==> src/rtl/pwr_seq_pkg.sv <==
package pwr_seq_pkg;

  typedef enum logic [2:0] {
    MODE_STBY    = 3'd0,
    MODE_FBB     = 3'd1,
    MODE_RET     = 3'd2,
    MODE_HP      = 3'd3,
    MODE_EXT_OFF = 3'd4,
    MODE_WAKE    = 3'd5,
    MODE_SAVE    = 3'd6,
    MODE_RESTORE = 3'd7
  } pmode_e;

  typedef enum logic [3:0] {
    S_STBY, S_FBB, S_SETTLE, S_RET, S_WAKE, S_SAVE, S_HP, S_PWRUP, S_RESTORE
  } core_st_e;

  typedef enum logic [1:0] {CL_ON, CL_OFF, CL_RESUME} cl_st_e;

  typedef struct packed {
    logic full;
    logic diode;
    logic rbb;
    logic fbb;
    logic save;
    logic restore;
  } core_ctl_t;

endpackage

==> src/rtl/core_pwr_fsm.sv <==
module core_pwr_fsm
  import pwr_seq_pkg::*;
#(
  parameter int THRESH_W    = 8,
  parameter int RESTORE_CYC = 16,
  parameter int BIAS_CYC    = 4
) (
  input  logic                clk_i,
  input  logic                rst_ni,
  input  logic                wfi_i,
  input  logic                wake_i,
  input  logic                perf_i,
  input  logic [THRESH_W-1:0] thresh_i,
  input  logic                save_done_i,
  input  logic                restore_done_i,
  input  logic                supply_ok_i,
  output core_st_e            state_o,
  output logic                tgt_fbb_o,
  output logic                hp_idle_o,
  output logic                up_req_o
);

  localparam int RCW   = $clog2(RESTORE_CYC + 1);
  localparam int BCW   = $clog2(BIAS_CYC + 1);
  localparam int TB_W  = (RCW > BCW) ? RCW : BCW;
  localparam int CNT_W = (THRESH_W > TB_W) ? THRESH_W : TB_W;
  localparam logic [CNT_W-1:0] WAKE_LAST = CNT_W'(RESTORE_CYC - 1);
  localparam logic [CNT_W-1:0] BIAS_LAST = CNT_W'(BIAS_CYC - 1);

  core_st_e         state_q, state_d;
  logic [CNT_W-1:0] cnt_q, cnt_d;
  logic             tgt_q, tgt_d;
  logic [CNT_W:0]   run_len, thr_ext;

  // cycles spent in current state, counting the entry cycle
  assign run_len = {1'b0, cnt_q} + (CNT_W+1)'(1);
  assign thr_ext = (CNT_W+1)'(thresh_i);

  always_comb begin
    state_d = state_q;
    tgt_d   = tgt_q;
    unique case (state_q)
      S_STBY: begin
        if (wfi_i) state_d = S_RET;
        else if (perf_i) begin
          state_d = S_SETTLE;
          tgt_d   = 1'b1;
        end
      end
      S_FBB: begin
        if (wfi_i) state_d = S_RET;
        else if (!perf_i) begin
          state_d = S_SETTLE;
          tgt_d   = 1'b0;
        end
      end
      S_SETTLE:  if (cnt_q >= BIAS_LAST) state_d = tgt_q ? S_FBB : S_STBY;
      S_RET: begin
        if (wake_i) state_d = S_WAKE;
        else if (run_len >= thr_ext) state_d = S_SAVE;
      end
      S_WAKE:    if (cnt_q >= WAKE_LAST) state_d = S_STBY;
      S_SAVE: begin
        if (wake_i) state_d = S_STBY;
        else if (save_done_i) state_d = S_HP;
      end
      S_HP:      if (wake_i) state_d = supply_ok_i ? S_RESTORE : S_PWRUP;
      S_PWRUP:   if (supply_ok_i) state_d = S_RESTORE;
      S_RESTORE: if (restore_done_i) state_d = S_STBY;
      default:   state_d = S_STBY;
    endcase
  end

  always_comb begin
    if (state_d != state_q) cnt_d = '0;
    else if (&cnt_q)        cnt_d = cnt_q;
    else                    cnt_d = cnt_q + CNT_W'(1);
  end

  always_ff @(posedge clk_i or negedge rst_ni) begin
    if (!rst_ni) begin
      state_q <= S_STBY;
      cnt_q   <= '0;
      tgt_q   <= 1'b0;
    end else begin
      state_q <= state_d;
      cnt_q   <= cnt_d;
      tgt_q   <= tgt_d;
    end
  end

  assign state_o   = state_q;
  assign tgt_fbb_o = tgt_q;
  assign hp_idle_o = (state_q == S_HP) && !wake_i;
  assign up_req_o  = ((state_q == S_HP) && wake_i) || (state_q == S_PWRUP);

  AST_RET_ON_WFI: assert property (@(posedge clk_i) disable iff (!rst_ni)
    ((state_q == S_STBY || state_q == S_FBB) && wfi_i) |=> (state_q == S_RET));

  AST_SAVE_ABORT: assert property (@(posedge clk_i) disable iff (!rst_ni)
    (state_q == S_SAVE && wake_i) |=> (state_q == S_STBY));

  AST_SETTLE_HOLD: assert property (@(posedge clk_i) disable iff (!rst_ni)
    (state_q == S_SETTLE && cnt_q < BIAS_LAST) |=> (state_q == S_SETTLE));

  AST_PWRUP_WAIT: assert property (@(posedge clk_i) disable iff (!rst_ni)
    (state_q == S_PWRUP && !supply_ok_i) |=> (state_q == S_PWRUP));

endmodule

==> src/rtl/core_out_map.sv <==
module core_out_map
  import pwr_seq_pkg::*;
(
  input  core_st_e  state_i,
  input  logic      tgt_fbb_i,
  input  logic      supply_ok_i,
  output core_ctl_t ctl_o,
  output pmode_e    mode_o
);

  always_comb begin
    ctl_o  = '0;
    mode_o = MODE_STBY;
    unique case (state_i)
      S_STBY: ctl_o.full = 1'b1;
      S_FBB: begin
        ctl_o.full = 1'b1;
        ctl_o.fbb  = 1'b1;
        mode_o     = MODE_FBB;
      end
      S_SETTLE: begin
        // bias already at target, status still shows the mode being left
        ctl_o.full = 1'b1;
        ctl_o.fbb  = tgt_fbb_i;
        mode_o     = tgt_fbb_i ? MODE_STBY : MODE_FBB;
      end
      S_RET: begin
        ctl_o.diode = 1'b1;
        ctl_o.rbb   = 1'b1;
        mode_o      = MODE_RET;
      end
      S_WAKE: begin
        ctl_o.full = 1'b1;
        mode_o     = MODE_WAKE;
      end
      S_SAVE: begin
        ctl_o.full = 1'b1;
        ctl_o.save = 1'b1;
        mode_o     = MODE_SAVE;
      end
      S_HP:    mode_o = supply_ok_i ? MODE_HP : MODE_EXT_OFF;
      S_PWRUP: mode_o = MODE_RESTORE;
      S_RESTORE: begin
        ctl_o.full    = 1'b1;
        ctl_o.restore = 1'b1;
        mode_o        = MODE_RESTORE;
      end
      default: ctl_o = '0;
    endcase
  end

endmodule

==> src/rtl/cluster_supply_ctl.sv <==
module cluster_supply_ctl
  import pwr_seq_pkg::*;
#(
  parameter int NUM_CORES = 4
) (
  input  logic                 clk_i,
  input  logic                 rst_ni,
  input  logic [NUM_CORES-1:0] hp_idle_i,
  input  logic [NUM_CORES-1:0] up_req_i,
  input  logic                 ext_pwr_good_i,
  output logic                 supply_ok_o,
  output logic                 ext_off_req_o
);

  cl_st_e cl_q, cl_d;

  always_comb begin
    cl_d = cl_q;
    unique case (cl_q)
      CL_ON:     if (&hp_idle_i) cl_d = CL_OFF;
      CL_OFF:    if (|up_req_i) cl_d = CL_RESUME;
      CL_RESUME: if (ext_pwr_good_i) cl_d = CL_ON;
      default:   cl_d = CL_ON;
    endcase
  end

  always_ff @(posedge clk_i or negedge rst_ni) begin
    if (!rst_ni) cl_q <= CL_ON;
    else         cl_q <= cl_d;
  end

  assign supply_ok_o   = (cl_q == CL_ON);
  assign ext_off_req_o = (cl_q == CL_OFF);

  AST_EXT_ALL_HP: assert property (@(posedge clk_i) disable iff (!rst_ni)
    $rose(ext_off_req_o) |-> $past(&hp_idle_i));

  AST_RESUME_HOLD: assert property (@(posedge clk_i) disable iff (!rst_ni)
    (cl_q == CL_RESUME && !ext_pwr_good_i) |=> !supply_ok_o && !ext_off_req_o);

endmodule

==> src/rtl/cpu_pwr_seq.sv <==
module cpu_pwr_seq
  import pwr_seq_pkg::*;
#(
  parameter int NUM_CORES   = 4,
  parameter int THRESH_W    = 8,
  parameter int RESTORE_CYC = 16,
  parameter int BIAS_CYC    = 4
) (
  input  logic                          clk_i,
  input  logic                          rst_ni,
  input  logic [NUM_CORES-1:0]          wfi_i,
  input  logic [NUM_CORES-1:0]          wake_i,
  input  logic [NUM_CORES-1:0]          perf_req_i,
  input  logic [NUM_CORES*THRESH_W-1:0] idle_thresh_i,
  input  logic [NUM_CORES-1:0]          save_done_i,
  input  logic [NUM_CORES-1:0]          restore_done_i,
  input  logic                          ext_pwr_good_i,
  output logic [NUM_CORES-1:0]          sw_full_o,
  output logic [NUM_CORES-1:0]          sw_diode_o,
  output logic [NUM_CORES-1:0]          bias_rev_o,
  output logic [NUM_CORES-1:0]          bias_fwd_o,
  output logic [NUM_CORES-1:0]          save_req_o,
  output logic [NUM_CORES-1:0]          restore_req_o,
  output logic                          ext_off_req_o,
  output logic [NUM_CORES*3-1:0]        mode_o
);

  logic [NUM_CORES-1:0] hp_idle, up_req;
  logic                 supply_ok;

  cluster_supply_ctl #(.NUM_CORES(NUM_CORES)) u_cluster (
    .clk_i          (clk_i),
    .rst_ni         (rst_ni),
    .hp_idle_i      (hp_idle),
    .up_req_i       (up_req),
    .ext_pwr_good_i (ext_pwr_good_i),
    .supply_ok_o    (supply_ok),
    .ext_off_req_o  (ext_off_req_o)
  );

  for (genvar g = 0; g < NUM_CORES; g++) begin : g_core
    core_st_e  st;
    logic      tgt_fbb;
    core_ctl_t ctl;
    pmode_e    mode;

    core_pwr_fsm #(
      .THRESH_W    (THRESH_W),
      .RESTORE_CYC (RESTORE_CYC),
      .BIAS_CYC    (BIAS_CYC)
    ) u_fsm (
      .clk_i          (clk_i),
      .rst_ni         (rst_ni),
      .wfi_i          (wfi_i[g]),
      .wake_i         (wake_i[g]),
      .perf_i         (perf_req_i[g]),
      .thresh_i       (idle_thresh_i[g*THRESH_W +: THRESH_W]),
      .save_done_i    (save_done_i[g]),
      .restore_done_i (restore_done_i[g]),
      .supply_ok_i    (supply_ok),
      .state_o        (st),
      .tgt_fbb_o      (tgt_fbb),
      .hp_idle_o      (hp_idle[g]),
      .up_req_o       (up_req[g])
    );

    core_out_map u_map (
      .state_i     (st),
      .tgt_fbb_i   (tgt_fbb),
      .supply_ok_i (supply_ok),
      .ctl_o       (ctl),
      .mode_o      (mode)
    );

    assign sw_full_o[g]     = ctl.full;
    assign sw_diode_o[g]    = ctl.diode;
    assign bias_rev_o[g]    = ctl.rbb;
    assign bias_fwd_o[g]    = ctl.fbb;
    assign save_req_o[g]    = ctl.save;
    assign restore_req_o[g] = ctl.restore;
    assign mode_o[g*3 +: 3] = mode;

    AST_SW_EXCL: assert property (@(posedge clk_i) disable iff (!rst_ni)
      !(sw_full_o[g] && sw_diode_o[g]));

    AST_BIAS_EXCL: assert property (@(posedge clk_i) disable iff (!rst_ni)
      !(bias_rev_o[g] && bias_fwd_o[g]));

    AST_OFF_AFTER_SAVE: assert property (@(posedge clk_i) disable iff (!rst_ni)
      ($fell(sw_full_o[g]) && !sw_diode_o[g]) |-> $past(save_done_i[g]));

    AST_RESTORE_RAIL: assert property (@(posedge clk_i) disable iff (!rst_ni)
      $rose(restore_req_o[g]) |-> !ext_off_req_o);
  end

endmodule

==> config.mk <==
export PLATFORM = sky130hd
export DESIGN_NAME = cpu_pwr_seq
export DESIGN_NICKNAME = d
export VERILOG_FILES = /design/src/rtl/pwr_seq_pkg.sv /design/src/rtl/core_pwr_fsm.sv /design/src/rtl/core_out_map.sv /design/src/rtl/cluster_supply_ctl.sv /design/src/rtl/cpu_pwr_seq.sv
export SDC_FILE = /design/constraint.sdc
export NUM_CORES = 1
export LEC_CHECK = 0
export BUFFER_PORTS_ARGS = -buffer_cell sky130_fd_sc_hd__buf_2
export CORE_MARGIN = 4
export CORE_UTILIZATION = 35
export DETAILED_ROUTE_END_ITERATION = 8
export GPL_ROUTABILITY_DRIVEN = 0
export MAX_ROUTING_LAYER = met4
export PLACE_DENSITY = 0.61
export SLEW_MARGIN = 20
export SYNTH_ARGS = -nofsm -noshare
export SYNTH_HDL_FRONTEND = slang
export SYNTH_SLANG_ARGS = --single-unit
==> constraint.sdc <==
create_clock -name clk_i -period 2.6 [get_ports clk_i]
set_input_delay 0.26 -clock clk_i [delete_from_list [all_inputs] [get_ports clk_i]]
set_output_delay 0.26 -clock clk_i [all_outputs]
set_load 0.01 [all_outputs]
==> run summary <==
status = complete, but fails checks
failing checks = setup timing
final cycle utilization of the critical path = 101.4%
Critical Path RT = 2790 ps
syn_nets = 704
Antenna diodes = 0
total grt overflow = 0
highest routed layer = met4
dpl ws = -182.8 ps
Flop pwr share = 23.1%
Avg Inst Size Synth = 7.917 um^2
CP Launch Type = register
via/cell ratio = 5.363
M1 WL = 6364 um
pin count of the biggest net entering global routing = 51
crit-path max FO = 8
Worst Max-Slew Pin Slew = 649.0 ps
number of global-route vias before repair = 4,849
Setup CP Type = register to register
clk slew on worst S/H paths = 70 ps
Crit. End Element = register
ratio of cells with drive above 1 in the final layout = 33.24%
DR WL met3 = 657 um
core area = 13,400 um^2
standard-cell row count = 42
Fmax achieved = 0.3793 GHz
die width = 125.8 um
Hold Vio Cnt, Final = 0
unrepaired setup endpoints after global routing = yes
Crit path buffers/inverters = 1
first-pass GRT wire length = 22,470 um
NumNets Final = 839
Layout area overhead = 32.35%
slowest stage cell, crit path = dfrtp_1
Clock Path Buffers = 2
root buffer cell = clkbuf_16
share of the synthesized area in the top cell type = 27.84%
final core utilization = 47.94%
H-tree Lvls = 2
Yosys cell types = 73
CP cell instances = and3_4, nand3_4, xnor2_2, ha_1, a211oi_2, nor2_1, nor4_1, o21ai_1, o221ai_2, xnor2_1, buf_6, nor4_2
Finished Cell Area = 6424 um^2
Switching Fraction = 47.96%
ranking of synthesized cells by area = dfrtp_1 28%, ha_1 9.3%, nor2_1 6.7%, o21ai_0 5.2%, xnor2_1 3.8%
WL final = 13,950 um
dpl cell area = 5724 um^2
FF+latch count, synth = 54
number of top-level pins = 92
clock sink total = 54
Initial Util = 36.22%
Routed WL per cell = 15.08 um
post-DP HPWL = 10,430 um
die area = 15,810 um^2
CP arrival = 2830 ps
Post-synth EDFFs = 0
Worst path max stage delay = 360 ps
Main synth FF type = dfrtp_1
power per cell area = 929.2 nW/um^2
initial antenna violation count = 0
Routed Antenna Nets = 0
Static Leak = 3.128 nW
post-synthesis cell area = 4853 um^2
Clk pwr share = 11.2%
Internal Power = 0.003106 W
DR DRC count = 0
peak supply drop = 0.4191 mV
post-synthesis sequential area ratio = 27.84%
Final Max Slew Viols = 0
die height = 125.8 um
max capacitance violation total = 0
yosys warns = 0
met2 WL post-DR = 6796 um
setup ws final = -36.21 ps
Total Power = 0.005969 W
Iteration-0 DRC Markers = 443
post-route setup TNS = -36.21 ps
CTS tree = built
Tmin final = 2636 ps
Hold Crit Class = input pin to register
Setup Viol. Count Final = 1
cells after synthesis = 613
drt first pass iters = 5
synth cell count leaders = 87 x nor2_1, 54 x dfrtp_1, 50 x o21ai_0
Setup Skew = 7.579 ps
via count = 4,961
most common cell in the netlist = nor2_1
CP delay by family, top = simple AND/OR/NAND/NOR gates
clk_lat worst skew = 280 ps
Comb pwr share = 65.7%
post-synth top area cell = dfrtp_1
asr flop ratio synth = 100.0%
PortBufs = 91
max_slew headroom = 56.27%
total CTS buffers = 5
switching power = 0.002863 W
GRT Util Overall = 17.05%
-- through the flow --
stage | instances | hold slack [ps]
after floorplan | 613 | -35.59
after global placement | 900 | 107.2
after detailed placement | 900 | 105.7
after CTS | 916 | 181.1
after global routing | 925 | 196.0
final | 925 | 188.2
-- per-layer routing --
metal,vias to the layer above,GRT usage (%)
met1,2357,22.10
met2,129,27.75
li1,2465,-
met3,10,2.794
met5,-,-
met4,0,4.732
-- cells in the final DEF (no fill, tap or decap), types with 8 or more instances in the layout --
cell | Yosys | routed
o21ai_0 | 50 | 44
ha_1 | 36 | 31
buf_2 | 3 | 91
nand2b_1 | 8 | 8
nand2_1 | 31 | 30
inv_1 | 46 | 46
o22ai_1 | 9 | 9
a21oi_1 | 33 | 31
dfrtp_1 | 54 | 54
nor2_2 | 0 | 16
nor2b_1 | 8 | 8
xnor2_1 | 21 | 14
nand3_1 | 27 | 21
nor2_1 | 87 | 70
buf_4 | 5 | 64
xor2_1 | 18 | 17
nor3_1 | 14 | 13
-- cell type report --
class | instances | area, um^2
timing repair buffer | 161 | 1020
tap | 176 | 220.2
clock buffer | 7 | 142.6
inverter | 47 | 176.4
multi-input combinational | 479 | 3508
fill | 1293 | 6977
clock inverter | 1 | 5.005
sequential | 54 | 1351
-- what timing repair did --
item	in CTS	in global routing
setup buffers	7	9
resized for setup	29	55
endpoints found under the hold margin	4	0
hold buffers	1	0
pin swaps	22	44
endpoints found under the setup margin	33	35
-- power by group through the flow --
| stage | Clock [W] | Combinational (W) | Sequential, W |
|---|---|---|---|
| 3_5_place_dp | 0 | 0.00329 | 0.00137 |
| 6_report | 0.000667 | 0.00392 | 0.00138 |
| 5_1_grt | 0.000732 | 0.00432 | 0.00143 |
| 2_1_floorplan | 0 | 0.00246 | 0.00114 |
| 4_1_cts | 0.000687 | 0.00348 | 0.00137 |
| 3_3_place_gp | 0 | 0.00322 | 0.00136 |
-- state kept, by name, summed over array words and instances (netlist names) --
name                    cells
g_core.u_fsm.tgt_fbb_o      4
u_cluster.cl_q              2
g_core.u_fsm.state_o       16
g_core.u_fsm.cnt_q         32
-- logic make-up after synthesis --
logic type               Yosys count  share of synthesized area [%]
multiplexers                       4                         0.8250
buffers and inverters             80                          8.069
adder cells (fa/ha/maj)           39                          9.899
AND/OR/NAND/NOR                  248                          26.68
XOR/XNOR                          39                          7.038
AO/OA/AOI/OAI                    149                          19.64
flip-flops                        54                          27.84
-- path summary, 6_finish.rpt --
| path | from | endpoint | slack [ps] | depth (start not counted) |
|---|---|---|---|---|
| max | g_core[1].u_fsm.cnt_q[4]$_DFFE_PN0P_ | g_core[1].u_fsm.cnt_q[5]$_DFFE_PN0P_ | -40 | 12 |
| min | restore_done_i[2] | g_core[2].u_fsm.state_o[3]$_DFF_PN0_ | 190 | 2 |
| max reg2reg | g_core[1].u_fsm.cnt_q[4]$_DFFE_PN0P_ | g_core[1].u_fsm.cnt_q[5]$_DFFE_PN0P_ | -40 | 12 |
| min reg2reg | g_core[2].u_fsm.tgt_fbb_o$_DFFE_PN0P_ | g_core[2].u_fsm.tgt_fbb_o$_DFFE_PN0P_ | 600 | 2 |
| max in group asynchronous | rst_ni | g_core[1].u_fsm.state_o[3]$_DFF_PN0_ | 1760 | 3 |
| min in group asynchronous | rst_ni | g_core[1].u_fsm.tgt_fbb_o$_DFFE_PN0P_ | 340 | 2 |
Power figures use the tool's default switching activity.
